**src/rtl/cfgw_pkg.sv**
```systemverilog
package cfgw_pkg;
  typedef enum logic [1:0] {
    ST_IDLE  = 2'd0,
    ST_START = 2'd1,
    ST_BIT   = 2'd2,
    ST_STOP  = 2'd3
  } seq_state_t;

  localparam int          BYTE_W        = 8;
  localparam int          FRAME_BYTES   = 3;
  localparam int          ACK_SLOT      = 8;
  localparam logic [7:0]  DEV_ADDR_HI   = 8'h48;
  localparam logic [7:0]  DEV_ADDR_LO   = 8'h4A;
endpackage

```
**src/rtl/cfgw_phase_gen.sv**
```systemverilog
module cfgw_phase_gen #(
  parameter int QUARTER = 2
) (
  input  logic       clk,
  input  logic       rst,
  input  logic       run,
  output logic       tick,
  output logic [1:0] quarter
);
  localparam int CW = (QUARTER > 1) ? $clog2(QUARTER) : 1;

  logic [CW-1:0] cnt;

  assign tick = run && (cnt == CW'(QUARTER - 1));

  always_ff @(posedge clk) begin
    if (rst || !run) begin
      cnt     <= '0;
      quarter <= 2'd0;
    end else if (tick) begin
      cnt     <= '0;
      quarter <= quarter + 2'd1;
    end else begin
      cnt     <= cnt + CW'(1);
    end
  end


  quarter_step_chk: assert property (@(posedge clk) disable iff (rst)
    tick |=> (quarter == $past(quarter) + 2'd1));
endmodule

```
**src/rtl/cfgw_frame_store.sv**
```systemverilog
module cfgw_frame_store #(
  parameter int NUM_BYTES = 3,
  parameter int BYTE_W    = 8,
  localparam int IDX_W    = (NUM_BYTES > 1) ? $clog2(NUM_BYTES) : 1
) (
  input  logic              clk,
  input  logic              rst,
  input  logic              load,
  input  logic              busy,
  input  logic [BYTE_W-1:0] load_bytes [NUM_BYTES],
  input  logic [IDX_W-1:0]  byte_idx,
  input  logic [3:0]        bit_idx,
  output logic              bit_val
);
  logic [BYTE_W-1:0] bytes_q [NUM_BYTES];

  for (genvar g = 0; g < NUM_BYTES; g++) begin : g_slot
    always_ff @(posedge clk) begin
      if (rst)
        bytes_q[g] <= '0;
      else if (load)
        bytes_q[g] <= load_bytes[g];
    end


    frame_hold_chk: assert property (@(posedge clk) disable iff (rst)
      busy |=> $stable(bytes_q[g]));
  end

  always_comb begin
    bit_val = 1'b1;
    if (int'(bit_idx) < BYTE_W)
      bit_val = bytes_q[byte_idx][BYTE_W - 1 - int'(bit_idx)];
  end
endmodule

```
**src/rtl/cfgw_seq.sv**
```systemverilog
module cfgw_seq
  import cfgw_pkg::*;
#(
  parameter int NUM_BYTES = 3,
  localparam int IDX_W    = (NUM_BYTES > 1) ? $clog2(NUM_BYTES) : 1
) (
  input  logic             clk,
  input  logic             rst,
  input  logic             req_start,
  input  logic             tick,
  input  logic [1:0]       quarter,
  input  logic             sda_i,
  input  logic             bit_val,
  output logic             load,
  output logic             busy,
  output logic             done,
  output logic             ack_err,
  output logic             scl_c,
  output logic             pull_low_c,
  output logic [IDX_W-1:0] byte_idx,
  output logic [3:0]       bit_idx
);
  seq_state_t state;
  logic       nack;
  logic       last_byte;
  logic       in_ack;

  assign load      = (state == ST_IDLE) && req_start;
  assign busy      = (state != ST_IDLE);
  assign last_byte = (byte_idx == IDX_W'(NUM_BYTES - 1));
  assign in_ack    = (bit_idx == 4'(ACK_SLOT));

  always_ff @(posedge clk) begin
    if (rst) begin
      state    <= ST_IDLE;
      byte_idx <= '0;
      bit_idx  <= '0;
      nack     <= 1'b0;
      ack_err  <= 1'b0;
      done     <= 1'b0;
    end else begin
      done <= 1'b0;
      unique case (state)
        ST_IDLE: begin
          if (req_start) begin
            state    <= ST_START;
            ack_err  <= 1'b0;
            byte_idx <= '0;
            bit_idx  <= '0;
            nack     <= 1'b0;
          end
        end
        ST_START: begin
          if (tick && quarter == 2'd3)
            state <= ST_BIT;
        end
        ST_BIT: begin
          if (tick) begin
            if (quarter == 2'd2 && in_ack) begin
              nack <= sda_i;
              if (sda_i)
                ack_err <= 1'b1;
            end
            if (quarter == 2'd3) begin
              if (in_ack) begin
                bit_idx <= '0;
                if (nack || last_byte)
                  state <= ST_STOP;
                else
                  byte_idx <= byte_idx + IDX_W'(1);
              end else begin
                bit_idx <= bit_idx + 4'd1;
              end
            end
          end
        end
        ST_STOP: begin
          if (tick && quarter == 2'd3) begin
            state <= ST_IDLE;
            done  <= 1'b1;
          end
        end
        default: state <= ST_IDLE;
      endcase
    end
  end

  always_comb begin
    scl_c      = 1'b1;
    pull_low_c = 1'b0;
    unique case (state)
      ST_IDLE: begin
        scl_c      = 1'b1;
        pull_low_c = 1'b0;
      end
      ST_START: begin
        scl_c      = (quarter != 2'd3);
        pull_low_c = (quarter != 2'd0);
      end
      ST_BIT: begin
        scl_c      = (quarter == 2'd1) || (quarter == 2'd2);
        pull_low_c = !in_ack && !bit_val;
      end
      ST_STOP: begin
        scl_c      = (quarter != 2'd0);
        pull_low_c = (quarter == 2'd0) || (quarter == 2'd1);
      end
      default: ;
    endcase
  end


  nack_abort_chk: assert property (@(posedge clk) disable iff (rst)
    (state == ST_BIT && tick && quarter == 2'd3 && in_ack && nack)
      |=> (state == ST_STOP && ack_err));


  done_after_stop_chk: assert property (@(posedge clk) disable iff (rst)
    done |-> (state == ST_IDLE && $past(state) == ST_STOP));
endmodule

```
**src/rtl/cfg_wire_writer.sv**
```systemverilog
module cfg_wire_writer
  import cfgw_pkg::*;
#(
  parameter int CLK_DIV = 8
) (
  input  logic              clk,
  input  logic              rst,
  input  logic              req_start,
  input  logic              req_strap,
  input  logic [BYTE_W-1:0] req_subaddr,
  input  logic [BYTE_W-1:0] req_data,
  input  logic              sda_i,
  output logic              scl_o,
  output logic              sda_oe,
  output logic              busy,
  output logic              done,
  output logic              ack_err
);
  localparam int QUARTER = (CLK_DIV >= 4) ? CLK_DIV / 4 : 1;
  localparam int IDX_W   = $clog2(FRAME_BYTES);

  logic              tick;
  logic [1:0]        quarter;
  logic              load;
  logic              bit_val;
  logic              scl_c;
  logic              pull_low_c;
  logic [IDX_W-1:0]  byte_idx;
  logic [3:0]        bit_idx;
  logic [BYTE_W-1:0] frame_bytes [FRAME_BYTES];

  assign frame_bytes[0] = req_strap ? DEV_ADDR_HI : DEV_ADDR_LO;
  assign frame_bytes[1] = req_subaddr;
  assign frame_bytes[2] = req_data;

  cfgw_phase_gen #(.QUARTER(QUARTER)) u_phase (
    .clk     (clk),
    .rst     (rst),
    .run     (busy),
    .tick    (tick),
    .quarter (quarter)
  );

  cfgw_frame_store #(.NUM_BYTES(FRAME_BYTES), .BYTE_W(BYTE_W)) u_store (
    .clk        (clk),
    .rst        (rst),
    .load       (load),
    .busy       (busy),
    .load_bytes (frame_bytes),
    .byte_idx   (byte_idx),
    .bit_idx    (bit_idx),
    .bit_val    (bit_val)
  );

  cfgw_seq #(.NUM_BYTES(FRAME_BYTES)) u_seq (
    .clk        (clk),
    .rst        (rst),
    .req_start  (req_start),
    .tick       (tick),
    .quarter    (quarter),
    .sda_i      (sda_i),
    .bit_val    (bit_val),
    .load       (load),
    .busy       (busy),
    .done       (done),
    .ack_err    (ack_err),
    .scl_c      (scl_c),
    .pull_low_c (pull_low_c),
    .byte_idx   (byte_idx),
    .bit_idx    (bit_idx)
  );

  always_ff @(posedge clk) begin
    if (rst) begin
      scl_o  <= 1'b1;
      sda_oe <= 1'b0;
    end else begin
      scl_o  <= scl_c;
      sda_oe <= pull_low_c;
    end
  end


  idle_bus_chk: assert property (@(posedge clk) disable iff (rst)
    $fell(busy) |-> (scl_o && !sda_oe));
endmodule

```
**config.mk**
```make
export PLATFORM = sky130hd
export DESIGN_NAME = cfg_wire_writer
export DESIGN_NICKNAME = d
export VERILOG_FILES = /design/src/rtl/cfgw_pkg.sv /design/src/rtl/cfgw_phase_gen.sv /design/src/rtl/cfgw_frame_store.sv /design/src/rtl/cfgw_seq.sv /design/src/rtl/cfg_wire_writer.sv
export SDC_FILE = /design/constraint.sdc
export NUM_CORES = 1
export LEC_CHECK = 0
export ABC_AREA = 1
export BUFFER_PORTS_ARGS = -buffer_cell sky130_fd_sc_hd__buf_2
export CORE_MARGIN = 2
export CORE_UTILIZATION = 65
export CTS_BUF_LIST = sky130_fd_sc_hd__clkbuf_2 sky130_fd_sc_hd__clkbuf_4 sky130_fd_sc_hd__clkbuf_8
export DETAILED_ROUTE_END_ITERATION = 10
export PLACE_DENSITY = 0.9
export SLEW_MARGIN = 10
export SYNTH_ARGS = -nofsm -noshare
export SYNTH_HDL_FRONTEND = slang
export SYNTH_HIERARCHICAL = 1
export SYNTH_SLANG_ARGS = --single-unit
```
**constraint.sdc**
```tcl
create_clock -name clk -period 4.9 [get_ports clk]
set_clock_uncertainty 0.1 [all_clocks]
set_input_delay 0.735 -clock clk [delete_from_list [all_inputs] [get_ports clk]]
set_output_delay 0.735 -clock clk [all_outputs]
set_load 0.1 [all_outputs]
```
-- After elaboration in Yosys (flattened, before gate mapping)
Memories as Yosys holds them, arrays and structs flattened. A register that Yosys moved wholly into a read port is not among the register bits.
Cells that the tools add are included.
- multiplexer cells: 45
- order comparisons: 2
- equality and inequality tests: 19
- bitwise operators: 4
- reductions and logical operators: 24
- add/sub/neg operators: 5
- operators with widths (kind ; number):
    $lt A32 B5 Y1 const B ; 1
    $mux W2 ; 15
    $mux W8 ; 3
    $mux W4 ; 4
    $mux W1 ; 15
    $ne A2 B1 Y1 const B ; 7
    $eq A2 B2 Y1 const B ; 5
    $ne A2 B2 Y1 const B ; 4
    $pmux W1 S4 ; 2
    $pmux W2 S4 ; 1
    $pmux W4 S2 ; 1
    $reduce_and A4 Y1 ; 2
    $reduce_and A7 Y1 ; 1
    $reduce_and A6 Y1 ; 1
    $reduce_bool A2 Y1 ; 3
    $logic_and A1 B1 Y1 ; 5
    $reduce_and A5 Y1 ; 1
    $sub A3 B4 Y5 const A ; 1
    $add A2 B1 Y2 const B ; 2
    $add A4 B1 Y4 const B ; 1
    $eq A2 B1 Y1 const B ; 2
    $eq A4 B4 Y1 const B ; 1
    $logic_not A2 Y1 ; 2
    $logic_or A1 B1 Y1 ; 4
    9 further kinds ; 15
- logic and storage cells: 110
- output and inout port bits: 5
- bits in registers: 16
- memory bits (writable): 24
- memories kept: 1
- input port bits: 21
- memories (name ; words ; bits a word ; read ports ; clocked after memory_dff ; write ports ; line ; source):
    u_store.bytes_q ; 3 ; 8 ; 1 ; 1 ; 3 ; cfgw_frame_store.sv:15 ; logic [BYTE_W-1:0] bytes_q [NUM_BYTES];

-- Depth between registers and ports, before layout
Gate-level depths: netlist of run 1.
- depth after elaboration: 9
- gate-level depth with buffers: 13
- gate-level depth less buffers: 13

-- Hierarchy
Netlist of run 1, hierarchy kept.
- by module, submodules not included (module ; times used ; area each (sq um) ; cells each ; sequential area each (sq um)):
    cfgw_frame_store ; 1 ; 1207.4 ; 137 ; 720.7
    cfgw_seq ; 1 ; 828.3 ; 120 ; 220.2
    cfgw_phase_gen ; 1 ; 115.1 ; 16 ; 60.1
    cfg_wire_writer ; 1 ; 70.1 ; 10 ; 40.0

-- Least setup slack after synthesis of run 1
Ideal clock, no wire load.
- path type: register to register
- from: register u_seq.state[0]
- to: register u_seq.byte_idx[0]
- cell stages (with the launch flop): 13
- buffers on the path: 0
- required time: 4687 ps
- slack: 2912 ps
- library setup time: 113 ps
- data arrival time: 1776 ps
- period minus slack after synthesis: 1988 ps
- cells stage by stage: dfxtp_1 > inv_1 > ha_1 > inv_2 > nand2_1 > inv_1 > inv_1 > nand2_2 > nand2_4 > nor2_8 > nand3_4 > nor2_1 > nor2_1
- word-level cells in the longest chain between the ends: 4
- elaborated cells between the ends (all ways): 12
- classes of those cells: eq/ne: 6; mux: 1; reduce/logical: 5
- RTL lines (what ; line ; source):
    start, declared ; cfgw_seq.sv:23 ; seq_state_t state;
    start signal, assigned ; cfgw_seq.sv:35 ; state <= ST_IDLE;
    start signal, assigned ; cfgw_seq.sv:46 ; state <= ST_START;
    start signal, assigned ; cfgw_seq.sv:55 ; state <= ST_BIT;
    $reduce_bool A2 Y1 ; cfgw_seq.sv:29 ; assign busy = (state != ST_IDLE);
    named net busy ; cfg_wire_writer.sv:15 ; output logic busy,
    $logic_and A1 B1 Y1 ; cfgw_phase_gen.sv:14 ; assign tick = run && (cnt == CW'(QUARTER - 1));
    named net tick ; cfg_wire_writer.sv:22 ; logic tick;
    $ne A2 B1 Y1 (no source line) ; - ;
    $reduce_and A6 Y1 (no source line) ; - ;
    end signal, assigned ; cfgw_seq.sv:70 ; byte_idx <= byte_idx + IDX_W'(1);
    end, declared ; cfgw_seq.sv:20 ; output logic [IDX_W-1:0] byte_idx,
The timed path passes the listed nets, and every way through them passes these cells.
A chain may end at the register's enable or synchronous reset.

-- Worst setup path in the final report of run 1
- from: register u_seq.state[0]
- to: output busy
- word-level cells in the longest chain between the ends: 1
- RTL lines (what ; line):
    $reduce_bool A2 Y1 ; cfgw_seq.sv:29
    end, declared ; cfg_wire_writer.sv:15
No other way between the ends.

==> results of run 1 <==
[logic make-up (layout without fill, tap and decap cells)]
| family | Yosys count | in the layout |
|---|---|---|
| AND/OR/NAND/NOR | 148 | 148 |
| buffers and inverters | 67 | 95 |
| flip-flops | 40 | 40 |
| AO/OA/AOI/OAI | 15 | 15 |
| adder cells (fa/ha/maj) | 11 | 11 |
| other | 2 | 7 |
[registers in the layout, indices dropped and copies added, names as in the netlist]
name and count:
u_phase/quarter 2, scl_o 1, u_seq/done 1, u_seq/byte_idx 2, sda_oe 1, u_store/bytes_q 24
u_seq/state 2, u_seq/ack_err 1, u_seq/nack 1, u_phase/cnt 1, u_seq/bit_idx 4
[where the power goes]
part | internal, mW | switching [mW] | leakage, nW | total (mW)
logic | 0.139 | 0.328 | 0.789 | 0.467
registers | 0.442 | 0.0484 | 0.389 | 0.490
clock network | 0.210 | 0.111 | 0.0654 | 0.321
[synthesized netlist by cell type (2+ instances only)]
| cell | n |
|---|---|
| o21ai_0 | 3 |
| nor2_1 | 43 |
| dfxtp_1 | 16 |
| nand3_1 | 25 |
| nand3_2 | 2 |
| buf_6 | 3 |
| nor3_1 | 3 |
| edfxtp_1 | 24 |
| buf_2 | 2 |
| a21oi_1 | 9 |
| nor2_4 | 2 |
| inv_4 | 2 |
| inv_2 | 3 |
| inv_1 | 57 |
| conb_1 | 2 |
| ha_1 | 11 |
| nand2_1 | 65 |
[per-stage QoR]
step           total power [mW]  cells
3_5_place_dp              0.958    354
2_1_floorplan             0.878    288
5_1_grt                    1.36    362
6_report                   1.28    362
4_1_cts                    1.28    362
3_3_place_gp              0.943    354
[tightest hold or removal path, cell delays in order, from the launching register on]
cell	delay (ps)
dfxtp_1	320
nand2_1	60
a21oi_1	50
[final timing paths]
path                     from             to  slack [ps]  depth (start not counted)
max reg2reg  u_seq/bit_idx[0]         sda_oe        2850                          8
min             u_seq/ack_err  u_seq/ack_err         360                          2
max            u_seq/state[0]           busy        2370                          4
min reg2reg     u_seq/ack_err  u_seq/ack_err         360                          2
[routing by layer]
| layer | global-route usage (%) | part of all wire [%] | vias up | wire, um |
|---|---|---|---|---|
| li1 | - | - | 918 | - |
| met1 | 29.7 | 44 | 792 | 1820 |
| met2 | 40.5 | 49 | 46 | 2020 |
| met3 | 5.95 | 5.4 | 9 | 223 |
| met4 | 9.17 | 2.0 | 0 | 81 |
| met5 | 0 | 0 | - | 0 |
[final cells by class]
class	instances	share of cell area, %
repair buffers	25	4.99
well taps	46	2.30
clock buffers	5	1.50
inverters	62	9.49
multi-input cells	181	36.6
clock inverters	3	3.59
flip-flops and latches	40	41.5
==> metrics.txt, run 1 <==
final worst path period need 2530 ps; first-pass GRT wire length 7.29 mm; final global-route overflow total 0; WP buf/inv 3; Avg WL per Cell 11.5 um; die width 62.5 um; vias in the first global route 1691; utilization after layout 75.7%; Worst VDD drop 318 uV; Main synth FF type edfxtp_1; antenna violations before repair 0; Synth Instances 283; leakage power 1.24 nW; port bufs 25; htree depth 2; most common cell after layout, fill and taps aside nand2_1; CTS Buffer Depth 2; Synth top area share 32.5%; Pins Over Slew Limit 0; CTS tree built; PwrDens 510 nW/um2; DR vias 1765; top cell type by total area after synthesis edfxtp_1; post-synthesis mux area share 0%; register bit total from synthesis 40; crit path cell chain inv_1, ha_1, inv_2, buf_2; setup TNS 0 ps; DP Wirelength 2.96 mm; Slowest cell on crit path buf_2; cts repair resizes 0; most frequent cells in the layout nand2_1 (65), inv_1 (57), nor2_1 (43); Synth area leaders edfxtp_1 (32%), dfxtp_1 (14%), nand2_1 (11%), inv_1 (9.6%), nor2_1 (7.3%); GPL Wtd Cong 0.900; Yosys cell types 28; Setup Viol. Count Final 0; Ports 26; number of flops mapped to enable cells by yosys 24; Post-synth ARST share 0%; main combinational cell family by area after synthesis simple AND/OR/NAND/NOR gates; Routed Antenna Nets 0; critical path endpoint category primary output; pre-CTS WS 2800 ps; Initial Utilization 67.1%; area of the multi-input gates 917 um2; Post-Synth Adder-Cell Area 6.20%; CTS buffer count 5; Clock Root Buffer clkbuf_4; WP data required 4070 ps; final setup margin 2370 ps; postcts setup bufs 0; post-synth design cell area 2220 um2; CP max stage delay 450 ps; Arr. time, crit path 1690 ps; final period utilization 51.6%; XOR/XNOR Fraction of Synth Area 0%; ANT cells 0; placement-stage cell area 2380 um2; final hold violations 0; post-synthesis sequential area ratio 46.9%; Max-Cap Viols 0; synthesized area per cell 7.85 um2; Synth Area in Compound Gates 3.83%; Filler Cell Count 229; crit path max fanout 5; critical path startpoint category flop; pin count of the biggest net entering global routing 25; CP delay by family, top buffers and inverters; via/cell ratio 4.88; initial DRC count 138; Final nets 347; clk slew on worst S/H paths 110 ps; synthesis-to-finish area growth 12.8%; # DRC 0; Seq. cell area 1040 um2; YS warnings 6; critical setup path kind reg2out; TritonRoute pass-1 iters 4; final instance area 2510 um2; GRT Total Usage 23.9%; RSZ-0062 raised after global routing false; Synth Area in Simple Gates 30.1%; Skew-Pair Late Insertion Delay 360 ps; cts hold-fix bufs 0; Max Fclk 396 MHz; Clock Sinks 40; slew margin rel. 46.3%; share of layout cells above drive strength 1 15.5%; Worst Tran Pin Value 803 ps; Hold WS 365 ps; Routed Wire Length 4.15 mm; outcome complete, no violations; die height 62.5 um; Rows 21; DIE AREA 3900 um2; hold crit path type reg2reg; Core Region 3310 um2
No activity file was read; power rests on OpenSTA's default activity.
==> run 2, diff against run 1 <==
--- a/config.mk
+++ b/config.mk
@@ -8,10 +8,10 @@
 export ABC_AREA = 1
 export BUFFER_PORTS_ARGS = -buffer_cell sky130_fd_sc_hd__buf_2
 export CORE_MARGIN = 2
-export CORE_UTILIZATION = 65
+export CORE_UTILIZATION = 60
 export CTS_BUF_LIST = sky130_fd_sc_hd__clkbuf_2 sky130_fd_sc_hd__clkbuf_4 sky130_fd_sc_hd__clkbuf_8
 export DETAILED_ROUTE_END_ITERATION = 10
-export PLACE_DENSITY = 0.9
+export PLACE_DENSITY = 0.84
 export SLEW_MARGIN = 10
 export SYNTH_ARGS = -nofsm -noshare
 export SYNTH_HDL_FRONTEND = slang
==> constraint.sdc (replaced) <==
create_clock -name clk -period 2.6 [get_ports clk]
set_clock_uncertainty 0.1 [all_clocks]
set_input_delay 0.39 -clock clk [delete_from_list [all_inputs] [get_ports clk]]
set_output_delay 0.39 -clock clk [all_outputs]
set_load 0.1 [all_outputs]
==> run 2 against run 1 <==
Effect of this change:
- via count down 3.2%
- final area down 1.2%
- global-route usage down 3.1 points
- register-to-register slack worse by 2200 ps
- routed wire length down 6.1%
- first-iteration DRC count down 5.1%
- power up 72%
- count of clock-buffer cells in the layout unchanged
- cell count up 0.83%
- core utilization down 7.0 points
- flip-flop and latch count unchanged
- hold slack worse by 81 ps
- largest power group unchanged
- highest routed layer unchanged
==> metrics.txt, run 2 (synthesis results as in run 1) <==
initial DRC count 131; Reg-to-Reg Start u_seq/bit_idx[0]; Pins Over Slew Limit 0; GRT Total Usage 20.8%; WP buf/inv 3; Ports 26; Initial Utilization 61.6%; leakage power 1.23 nW; final worst path period need 2070 ps; Internal Power 1.28 mW; slew margin rel. 62.4%; final hold violations 0; Skew-Pair Late Insertion Delay 300 ps; critical path startpoint category flop; CTS buffer count 5; GPL Wtd Cong 0.822; first-pass GRT wire length 6.76 mm; Worst VDD drop 390 uV; most frequent cells in the layout nand2_1 (65), inv_1 (57), nor2_1 (43); most common cell after layout, fill and taps aside nand2_1; Arr. time, crit path 1580 ps; postcts setup bufs 0; cts hold-fix bufs 0; hold path start req_subaddr[5]; DP Wirelength 2.77 mm; PwrDens 889 nW/um2; Routed Wire Length 3.90 mm; crit path max fanout 5; CP delay by family, top buffers and inverters; final instance area 2480 um2; # DRC 0; biggest regs u_store/bytes_q: 24 flops, u_seq/bit_idx: 4 flops; Max-Cap Viols 0; Slowest cell on crit path buf_2; htree depth 2; critical path endpoint category primary output; die height 64.8 um; Setup Viol. Count Final 0; vias in the first global route 1621; ANT cells 0; switching portion of total power 41.7%; Rows 22; placement-stage cell area 2390 um2; port bufs 25; via/cell ratio 4.68; synthesis-to-finish area growth 11.5%; Worst Tran Pin Value 564 ps; Core Region 3610 um2; combinational power share 39.4%; Hold Path Sink u_store/bytes_q[1][5]; cts repair resizes 0; share of layout cells above drive strength 1 15.8%; number of flip-flops in the largest register 24; final global-route overflow total 0; clock network power share 18.6%; CP max stage delay 440 ps; DIE AREA 4200 um2; die width 64.8 um; Switch Pwr 0.917 mW; Routed Antenna Nets 0; hold-critical path depth 3; reg2reg end sda_oe; RSZ-0062 raised after global routing false; WP data required 2110 ps; Flop pwr share 42.0%; Clock Root Buffer clkbuf_8; hold crit path type in2reg; Largest Register u_store/bytes_q; clk slew on worst S/H paths 80 ps; setup TNS 0 ps; critical setup path kind reg2out; crit path cell chain inv_1, ha_1, inv_2, buf_2; r2r setup slk 660 ps; Avg WL per Cell 10.7 um; cells on worst reg2reg path 8; CTS tree built; Clock Sinks 40; pin count of the biggest net entering global routing 25; Max Fclk 483 MHz; CTS Buffer Depth 2; final period utilization 79.7%; antenna violations before repair 0; DR vias 1708; outcome complete, no violations; Final nets 348; TritonRoute pass-1 iters 4
==> run 2: changes by cell type in the layout (fill, tap and decap cells not counted) <==
cell       delta
clkinv_2      +2
bufinv_16     -3
clkbuf_8      +5
clkinv_4      +1
clkbuf_4      -5
buf_4         +1
==> run 2: final cells by class <==
type	instances	area, um2
well taps	48	60.1
inverters	62	238
fillers	286	1130
clock buffers	5	68.8
multi-input cells	181	917
flip-flops and latches	40	1040
repair buffers	26	133
clock inverters	3	18.8
==> run 2: power groups by stage <==
stage | Clock [mW] | Sequential (mW) | Combinational, mW
floorplan | 0 | 0.987 | 0.668
global placement | 0 | 0.933 | 0.845
detailed placement | 0 | 0.940 | 0.856
CTS | 0.416 | 0.925 | 0.868
global route | 0.444 | 0.941 | 0.972
finish | 0.409 | 0.924 | 0.867
==> run 2: worst max-delay path by stage <==
| stage | slack, ps | cells past startpoint | end | start |
|---|---|---|---|---|
| global placement | 790 | 8 | sda_oe | u_seq/bit_idx[0] |
| detailed placement | 680 | 8 | sda_oe | u_seq/bit_idx[0] |
| floorplan | 610 | 12 | u_seq/byte_idx[0] | u_seq/state[0] |
| CTS | 520 | 4 | busy | u_seq/state[0] |
| finish | 530 | 4 | busy | u_seq/state[0] |
| global route | 450 | 4 | busy | u_seq/state[0] |
==> run 2: metal layers <==
| layer | GRT usage (%) | wire length, um | up-vias |
|---|---|---|---|
| met2 | 34.0 | 1840 | 35 |
| met4 | 8.51 | 54 | 0 |
| met1 | 26.2 | 1820 | 746 |
| met3 | 5.38 | 181 | 6 |
| met5 | 0 | 0 | - |
| li1 | - | - | 921 |
==> run 2: tightest hold or removal path: cells and delay by family <==
kind,cells,cell delay [ps]
buffers and inverters,2,100
AND/OR/NAND/NOR,1,80
==> run 2: metrics by stage <==
step	utilization, %	std cells	worst slack (ps)	total power, mW	hold WS, ps
floorplan	-	288	612	1.65	343
global placement	66.2	357	787	1.78	346
detailed placement	66.2	357	683	1.80	351
CTS	68.7	365	520	2.21	281
global route	68.7	365	451	2.36	304
finish	68.7	365	529	2.20	284
==> run 3, diff against run 2 <==
--- a/config.mk
+++ b/config.mk
@@ -5,7 +5,7 @@
 export SDC_FILE = /design/constraint.sdc
 export NUM_CORES = 1
 export LEC_CHECK = 0
-export ABC_AREA = 1
+export ABC_AREA = 0
 export BUFFER_PORTS_ARGS = -buffer_cell sky130_fd_sc_hd__buf_2
 export CORE_MARGIN = 2
 export CORE_UTILIZATION = 60
==> constraint.sdc (replaced) <==
create_clock -name clk -period 2.2 [get_ports clk]
set_clock_uncertainty 0.1 [all_clocks]
set_input_delay 0.33 -clock clk [delete_from_list [all_inputs] [get_ports clk]]
set_output_delay 0.33 -clock clk [all_outputs]
set_load 0.1 [all_outputs]
==> run 3 against run 2 <==
Effect of this change:
- sequential share of layout area is 1.8 points higher
- power is 0.86% higher
- via count is 15% lower
- non-clock buffer count is 3 higher
- cell count is 27% lower
- core utilization is 3.2 points higher
- critical path type is now reg2reg
- worst setup slack worse by 380 ps
- combinational power is 7.5% lower
- highest routed layer unchanged
- largest power group unchanged
==> metrics.txt, run 3 <==
Seq. cell area 1050 um2; clock network power share 17.5%; most common cell after layout, fill and taps aside buf_2; Worst VDD drop 550 uV; Synth top area share 34.6%; critical setup path kind reg2reg; top cell type by total area after synthesis edfxtp_1; Inst Count DP 260; die width 62.9 um; synthesized area per cell 11.1 um2; via/cell ratio 5.44; Clock Root Buffer clkbuf_4; Core Region 3340 um2; Internal Power 1.41 mW; Filler Cell Count 249; die height 62.9 um; Max-Cap Viols 0; Rows 21; port bufs 25; Final nets 253; most common library cells after synthesis and2_1 (24), edfxtp_1 (24), dfxtp_1 (16); most frequent cells in the layout buf_2 (25), and2_1 (24), edfxtp_1 (24); crit path cell chain mux4_2, nand3_1, nand2_1, a2111o_1, nand3b_1, a31oi_1, and2b_2; number of flip-flops in the largest register 24; CP max stage delay 500 ps; pin count of the biggest net entering global routing 25; RSZ-0062 raised after global routing false; Synth Area in Simple Gates 23.6%; hold crit path type in2reg; placement-stage cell area 2330 um2; GPL Wtd Cong 0.862; first-pass GRT wire length 6.59 mm; Max Fclk 488 MHz; Post-Synth Adder-Cell Area 6.60%; share of layout cells above drive strength 1 28.4%; Yosys cell types 45; Setup Viol. Count Final 0; XOR/XNOR Fraction of Synth Area 0.420%; final period utilization 93.1%; post-synthesis sequential area ratio 49.9%; WP data required 2390 ps; slew margin rel. 58.1%; outcome complete, no violations; post-synthesis mux area share 7.20%; Main synth FF type edfxtp_1; register bit total from synthesis 40; switching portion of total power 36.5%; final global-route overflow total 0; Pins Over Slew Limit 0; vias in the first global route 1500; Largest Register u_store/bytes_q; CTS tree built; Skew-Pair Late Insertion Delay 350 ps; Layout Cells excl Fill 268; GRT Total Usage 21.4%; DIE AREA 3960 um2; Synth Area in Compound Gates 8.46%; Initial Utilization 62.5%; CTS buffer count 5; Synth area leaders edfxtp_1 (35%), dfxtp_1 (15%), and2_1 (7.2%), ha_1 (6.6%), mux4_2 (3.2%); final hold violations 0; Routed Wire Length 3.86 mm; final worst path period need 2050 ps; synthesis-to-finish area growth 15.1%; crit path max fanout 5; number of flops mapped to enable cells by yosys 24; Clock Sinks 40; utilization after layout 71.9%; DP Wirelength 2.86 mm; Synth Instances 187; Ports 26; final setup margin 152 ps; Slowest cell on crit path mux4_2; combinational power share 36.1%; Worst Tran Pin Value 626 ps; PwrDens 925 nW/um2; cts hold-fix bufs 0; Post-synth ARST share 0%; Flop pwr share 46.4%; final instance area 2400 um2; Switch Pwr 0.810 mW; leakage power 0.943 nW; antenna violations before repair 0; YS warnings 6; area of the multi-input gates 1030 um2; Power Total 2.22 mW; post-synth design cell area 2080 um2; main combinational cell family by area after synthesis simple AND/OR/NAND/NOR gates; # DRC 0; biggest regs u_store/bytes_q: 24 flops, u_seq/bit_idx: 4 flops; Arr. time, crit path 2240 ps; htree depth 2; initial DRC count 107; CTS Buffer Depth 2; clk slew on worst S/H paths 120 ps; postcts setup bufs 0; ANT cells 0; Avg WL per Cell 14.4 um; DR vias 1458; critical path startpoint category flop; r2r setup slk 150 ps; Routed Antenna Nets 0; pre-CTS WS -8.40 ps; critical path endpoint category flop; TritonRoute pass-1 iters 4
==> run 3: cell count changes in the layout (fill, tap and decap cells not counted), sizes merged, moves of 5 or more <==
cell,before,now
nand3b,0,6
inv,62,9
and2,0,25
nor2,47,9
nand2b,0,5
mux4,0,5
nand2,67,8
nand3,28,6
==> run 3: cell families after synthesis <==
group,Yosys count
AND/OR/NAND/NOR,82
flip-flops,40
AO/OA/AOI/OAI,26
buffers and inverters,17
adder cells (fa/ha/maj),11
multiplexers,8
other,2
XOR/XNOR,1
==> run 3: worst max-delay path, delay by kind of cell (launching register included) <==
kind               cells  cell delay [ps]
DFF                    1              410
and+or+nand+nor        4              450
muxes                  1              500
AOI/OAI and AO/OA      2              530
==> run 3: layout make-up <==
class	count	area share, %
Clock buffer	6	1.88
Clock inverter	2	0.678
Inverter	10	1.72
Multi-Input combinational cell	135	43.0
Sequential cell	40	43.8
Tap cell	46	2.40
Timing Repair Buffer	29	6.47
==> run 3: layer usage <==
layer | global-route usage (%) | vias to the layer above | share of wire, % | wire, um
li1 | - | 722 | - | -
met1 | 23.5 | 697 | 40 | 1550
met2 | 41.1 | 34 | 55 | 2110
met3 | 5.23 | 5 | 4.2 | 164
met4 | 5.00 | 0 | 0.88 | 34
met5 | 0 | - | 0 | 0
==> run 3: what timing repair did <==
item	in CTS	in global routing
hold endpoints to repair	0	0
gates resized for setup	1	9
setup endpoints to repair	19	1
pin swaps	0	3
==> run 3: stage by stage <==
stage               hold WS, ps  setup TNS, ps
floorplan                   330              0
global placement            363              0
detailed placement          379          -11.0
CTS                         123              0
global route                133              0
finish                      126              0
==> run 3: worst paths after layout <==
kind,startpoint,to,depth (start not counted)
setup / recovery,u_seq/bit_idx[0],sda_oe,7
hold / removal,sda_i,u_seq/nack,3
setup reg to reg,u_seq/bit_idx[0],sda_oe,7
hold reg to reg,u_phase/cnt,u_phase/cnt,1
==> run 3: power groups by stage <==
stage	Combinational (mW)	Sequential [mW]	Clock [mW]
2_1_floorplan	0.602	1.08	0
3_3_place_gp	0.756	1.04	0
3_5_place_dp	0.790	1.05	0
4_1_cts	0.793	1.03	0.393
5_1_grt	0.866	1.04	0.429
6_report	0.802	1.03	0.388
